===== src/rtl/uart_rx_wake.sv =====
module uart_rx_wake #(
  parameter int OVS   = 16,
  parameter int DBITS = 8
) (
  input  logic             clk,
  input  logic             rst_n,
  input  logic             rxd,
  input  logic             tick16,
  input  logic             wake_set,
  input  logic             rd_strobe,
  output logic [DBITS-1:0] rx_data,
  output logic             rx_flag,
  output logic             wake_en,
  output logic             rx_idle,
  output logic             frame_err,
  output logic             overrun
);
  localparam int CW   = $clog2(OVS);
  localparam int BW   = $clog2(DBITS + 1);
  localparam int HALF = OVS / 2 - 1;
  localparam int LAST = OVS - 1;

  typedef enum logic [1:0] {S_IDLE, S_START, S_DATA, S_STOP} st_t;

  logic       sy1, sy2, prv;
  logic       fall, rise;
  st_t        st;
  logic [CW-1:0]    cnt;
  logic [BW-1:0]    nbit;
  logic [DBITS-1:0] sh;
  logic       seen_hi, woke;

  assign fall    = prv & ~sy2;
  assign rise    = ~prv & sy2;
  assign rx_idle = (st == S_IDLE);

  always_ff @(posedge clk or negedge rst_n) begin
    if (!rst_n) begin
      sy1 <= 1'b1; sy2 <= 1'b1; prv <= 1'b1;
    end else begin
      sy1 <= rxd; sy2 <= sy1; prv <= sy2;
    end
  end

  always_ff @(posedge clk or negedge rst_n) begin
    if (!rst_n) begin
      wake_en <= 1'b0; seen_hi <= 1'b0; woke <= 1'b0;
    end else if (wake_set) begin
      wake_en <= 1'b1; seen_hi <= 1'b0; woke <= 1'b0;
    end else if (wake_en) begin
      if (sy2) seen_hi <= 1'b1;
      if (!woke && seen_hi && fall) woke <= 1'b1;
      if (woke && rise) begin
        wake_en <= 1'b0;
        woke    <= 1'b0;
      end
    end
  end

  logic wake_evt;
  assign wake_evt = wake_en && !wake_set && !woke && seen_hi && fall;

  logic done;
  assign done = !wake_en && st == S_STOP && tick16 && cnt == CW'(LAST);

  always_ff @(posedge clk or negedge rst_n) begin
    if (!rst_n) begin
      st <= S_IDLE; cnt <= '0; nbit <= '0; sh <= '0;
    end else if (wake_en || wake_set) begin
      st <= S_IDLE; cnt <= '0; nbit <= '0;
    end else begin
      case (st)
        S_IDLE: if (fall) begin st <= S_START; cnt <= '0; end
        S_START: if (tick16) begin
          if (cnt == CW'(HALF)) begin
            cnt <= '0; nbit <= '0;
            st  <= sy2 ? S_IDLE : S_DATA;
          end else cnt <= cnt + 1'b1;
        end
        S_DATA: if (tick16) begin
          cnt <= cnt + 1'b1;
          if (cnt == CW'(LAST)) begin
            sh   <= {sy2, sh[DBITS-1:1]};
            nbit <= nbit + 1'b1;
            if (nbit == BW'(DBITS - 1)) st <= S_STOP;
          end
        end
        S_STOP: if (tick16) begin
          cnt <= cnt + 1'b1;
          if (cnt == CW'(LAST)) st <= S_IDLE;
        end
        default: st <= S_IDLE;
      endcase
    end
  end

  always_ff @(posedge clk or negedge rst_n) begin
    if (!rst_n) begin
      rx_data <= '0; rx_flag <= 1'b0; frame_err <= 1'b0; overrun <= 1'b0;
    end else begin
      if (rd_strobe) begin
        rx_flag <= 1'b0;
        overrun <= 1'b0;
      end
      if (wake_evt) rx_flag <= 1'b1;
      if (done) begin
        frame_err <= ~sy2;
        if (rx_flag) overrun <= 1'b1;
        else begin
          rx_data <= sh;
          rx_flag <= 1'b1;
        end
      end
    end
  end

  assert_idle_while_armed_R3: assert property (@(posedge clk) disable iff (!rst_n)
    wake_en |-> rx_idle);
  assert_disarm_on_high_R5: assert property (@(posedge clk) disable iff (!rst_n)
    $fell(wake_en) |-> $past(sy2));
  assert_flag_clears_by_read_R6: assert property (@(posedge clk) disable iff (!rst_n)
    $fell(rx_flag) |-> $past(rd_strobe));
  assert_overrun_needs_unread_R11: assert property (@(posedge clk) disable iff (!rst_n)
    $rose(overrun) |-> $past(rx_flag));
  assert_data_held_R11: assert property (@(posedge clk) disable iff (!rst_n)
    !$stable(rx_data) |-> !$past(rx_flag));
  assert_wake_flag_R4: assert property (@(posedge clk) disable iff (!rst_n)
    (wake_en && $rose(rx_flag)) |-> !$past(sy2));
endmodule


===== config.mk =====
export PLATFORM = sky130hd
export DESIGN_NAME = uart_rx_wake
export DESIGN_NICKNAME = d
export VERILOG_FILES = /design/src/rtl/uart_rx_wake.sv
export SDC_FILE = /design/constraint.sdc
export NUM_CORES = 1
export LEC_CHECK = 0
export BUFFER_PORTS_ARGS = -buffer_cell sky130_fd_sc_hd__clkbuf_2
export CORE_UTILIZATION = 45
export DETAILED_ROUTE_END_ITERATION = 12
export PLACE_DENSITY = 0.67
export REMOVE_ABC_BUFFERS = 1
export SYNTH_ARGS = -nofsm -noshare
export SYNTH_HDL_FRONTEND = slang
export SYNTH_SLANG_ARGS = --single-unit

===== constraint.sdc =====
create_clock -name clk -period 1.6 [get_ports clk]
set_input_delay 0.24 -clock clk [delete_from_list [all_inputs] [get_ports clk]]
set_output_delay 0.24 -clock clk [all_outputs]
set_load 0.02 [all_outputs]

==> results.yml <==
min_path:
  hp-class: "in2reg"
logic_synthesis:
  avgSynthCellArea_um2: 12.1
  synthCells: 129
  synthesis.area_mm2: 0.00156
  synth-seq-cells: 35
  yosys_warnings: 0
  ys_types: 40
  ys_seq_area_share_pct: 56.2
clock_tree:
  clk_pin_slew_ps: 100
  insertion_delay_ps: 340
  h-tree-depth: 2
  cts.sinks: 35
  cts-root-buf: "clkbuf_4"
  cts_tree: "yes"
  cts_buffers: 5
  clockBufferDepth: 2
sta:
  fmax_ghz: 0.617
  timing.final.crit_share_pct: 101
  hold_viol_final: 0
  tns_ps: -51.1
  timing.final.ws_setup_ps: -19.6
  maxSlewHeadroom_pct: 71.6
  skew_ps: 13.2
  maxSlewViolCount: 0
  rsz0062_at_grt: "true"
  finalSetupViolCount: 5
  timing.final.crit_period_ps: 1620
  worst_pin_slew_ps: 427
die:
  num_rows: 21
  die_h_um: 61.0
  ios: 19
  initial_utilization_pct: 46.9
  design.core.area_mm2: 0.00334
  dieWidth_um: 61.0
  die-area_mm2: 0.00372
routing:
  wl_per_cell_um: 14.7
  drt_iter0_drc: 14
  via_per_inst: 5.42
  num_vias: 1187
  drt_wl_total_um: 3210
  firstDrtPassIters: 6
  drcViolationCount: 0
  ant_nets: 0
cells_and_area:
  final-seq-area_um2: 882
  area_delta_synth_final_pct: 26.5
  n_fill_cell: 294
  layout_common_cells: "dfrtp_1, clkbuf_2, buf_4, mux2_2"
  antennaDiodeCount: 0
  fin_nets: 180
  drive_above_1_share_pct: 42.2
  instances_no_fill: 219
  final_common_cell: "dfrtp_1"
  multi_input_area_um2: 691
setup_path:
  worstPathArrival_ps: 1840
  crit_type: "reg2reg"
  critPathRequiredTime_ps: 1820
  rrSetupSlack_ps: -20
  start_kind: "flop"
  worstSetupEndpointType: "flop"
  critPathMaxFanout: 5
power:
  p_seq_share_pct: 59.4
  powerDensity_mw_per_mm2: 769
  p_leak_nw: 0.951
  combPwrFrac_pct: 4.3
  pwr-share-clk_pct: 36.2
  netSwitchingPower_mw: 0.342
  peakVddDrop_mv: 0.746
  p_sw_share_pct: 22.5
  internal-power_mw: 1.18
flow_run:
  maxCapViolations: 0
placement:
  portBuffers: 18
  dp_hpwl_um: 2140
  routabilityCongestion: 0.745
  dpl.cell_count: 205
  pre_cts_ws_ps: -90.2
global_routing:
  grt.overflow.total: 0
  antenna_found_initial: 0
  grt_usage_pct: 19.8
  grt_pass1_vias: 1185
  grt_pass1_wl_um: 5140
  grt_max_degree: 36
run_status:
  violations: "setup timing"
  run_status: "finished with violations"
## layer usage
layer  track usage [%]  vias up  wire, um
met5                 0        -         0
li1                  -      552         -
met3              6.18        6       145
met2              33.9       26      1630
met4              8.44        0        60
met1              22.8      603      1380
## power groups by stage
stage | sequential [mW] | clock (mW) | combinational [mW]
after global routing | 0.906 | 0.612 | 0.0753
after detailed placement | 0.920 | 0 | 0.0629
after CTS | 0.904 | 0.571 | 0.0669
after floorplan | 0.922 | 0 | 0.0168
final | 0.904 | 0.551 | 0.0657
after global placement | 0.919 | 0 | 0.0607
## synth_stat cells, drive strengths merged
master / n / area share (%)
nor4bb: 1 / 0.64
nand3: 5 / 1.6
dfstp: 3 / 5.0
buf: 4 / 1.7
inv: 3 / 0.72
nand4: 3 / 1.2
o2bb2ai: 1 / 0.56
nor2b: 2 / 0.80
and4bb: 1 / 0.80
o21a: 1 / 0.48
clkinv: 1 / 0.24
nand2b: 3 / 1.2
or3b: 1 / 0.56
ha: 2 / 1.6
a22oi: 1 / 0.48
a22o: 2 / 1.1
mux2i: 2 / 1.3
and3: 2 / 0.80
nand2: 7 / 1.7
dfrtp: 32 / 51
a31oi: 1 / 0.40
a211o: 2 / 1.1
nor3: 2 / 0.64
or4: 1 / 0.48
a21oi: 6 / 2.2
or2: 1 / 0.40
o21ai: 5 / 1.6
nor4b: 1 / 0.56
mux2: 16 / 12
nand3b: 4 / 1.9
a221o: 1 / 0.64
a31o: 1 / 0.56
a32o: 1 / 0.64
nor2: 9 / 3.1
and3b: 1 / 0.56
## final timing paths
path,cells past startpoint,endpoint,startpoint
worst max-delay path,6,rx_data[2],cnt[0]
worst min-delay path,2,seen_hi,wake_set
worst max register to register,6,rx_data[2],cnt[0]
worst min register to register,0,sy2,sy1
max in group asynchronous,3,prv,rst_n
min in group asynchronous,3,st[0],rst_n
## cell type report
type / instances / share of cell area, %
multi-input cells: 87 / 34.9
clock buffers: 7 / 3.29
inverters: 4 / 0.759
repair buffers: 39 / 13.2
flip-flops and latches: 35 / 44.6
clock inverters: 1 / 0.380
well taps: 46 / 2.91
## state kept, by name (all words and copies together) (netlist names)
signal     flops
sy1            1
rx_flag        1
nbit           4
overrun        1
wake_en        1
frame_err      1
woke           1
seen_hi        1
prv            1
st             2
rx_data        8
cnt            4
sy2            1
sh             8
## worst max-delay path: stages, from the launching register on
cell and delay (ps):
dfrtp_1 380, ha_2 180, and3_4 190, nand4_1 90
buf_6 150, nor2_4 170, mux2_1 350
## through the flow
step | hold slack (ps) | cell area [um^2] | utilization, % | power (mW)
after floorplan | -55.6 | 1540 | - | 0.939
after global placement | 294 | 1810 | 54.1 | 0.980
after detailed placement | 301 | 1810 | 54.1 | 0.983
after CTS | 135 | 1950 | 58.3 | 1.54
after global routing | 145 | 1980 | 59.3 | 1.59
final | 138 | 1980 | 59.3 | 1.52
## what timing repair did
action,in CTS,in global routing
gates cloned,1,0
endpoints found under the hold margin,33,0
gates resized for setup,7,7
endpoints found under the setup margin,18,19
hold buffers,2,0
buffers inserted,2,1
pin swaps,4,4
## cells by family (layout without fill, tap and decap cells)
group / Yosys count / after routing / share of synthesized area [%]
AOI/OAI and AO/OA: 22 / 22 / 9.76
and+or+nand+nor: 44 / 45 / 17.0
muxes: 18 / 18 / 12.8
adders and majority gates: 2 / 2 / 1.60
DFF: 35 / 35 / 56.2
buffers and inverters: 8 / 51 / 2.64
No activity file was read; power rests on OpenSTA's default activity.
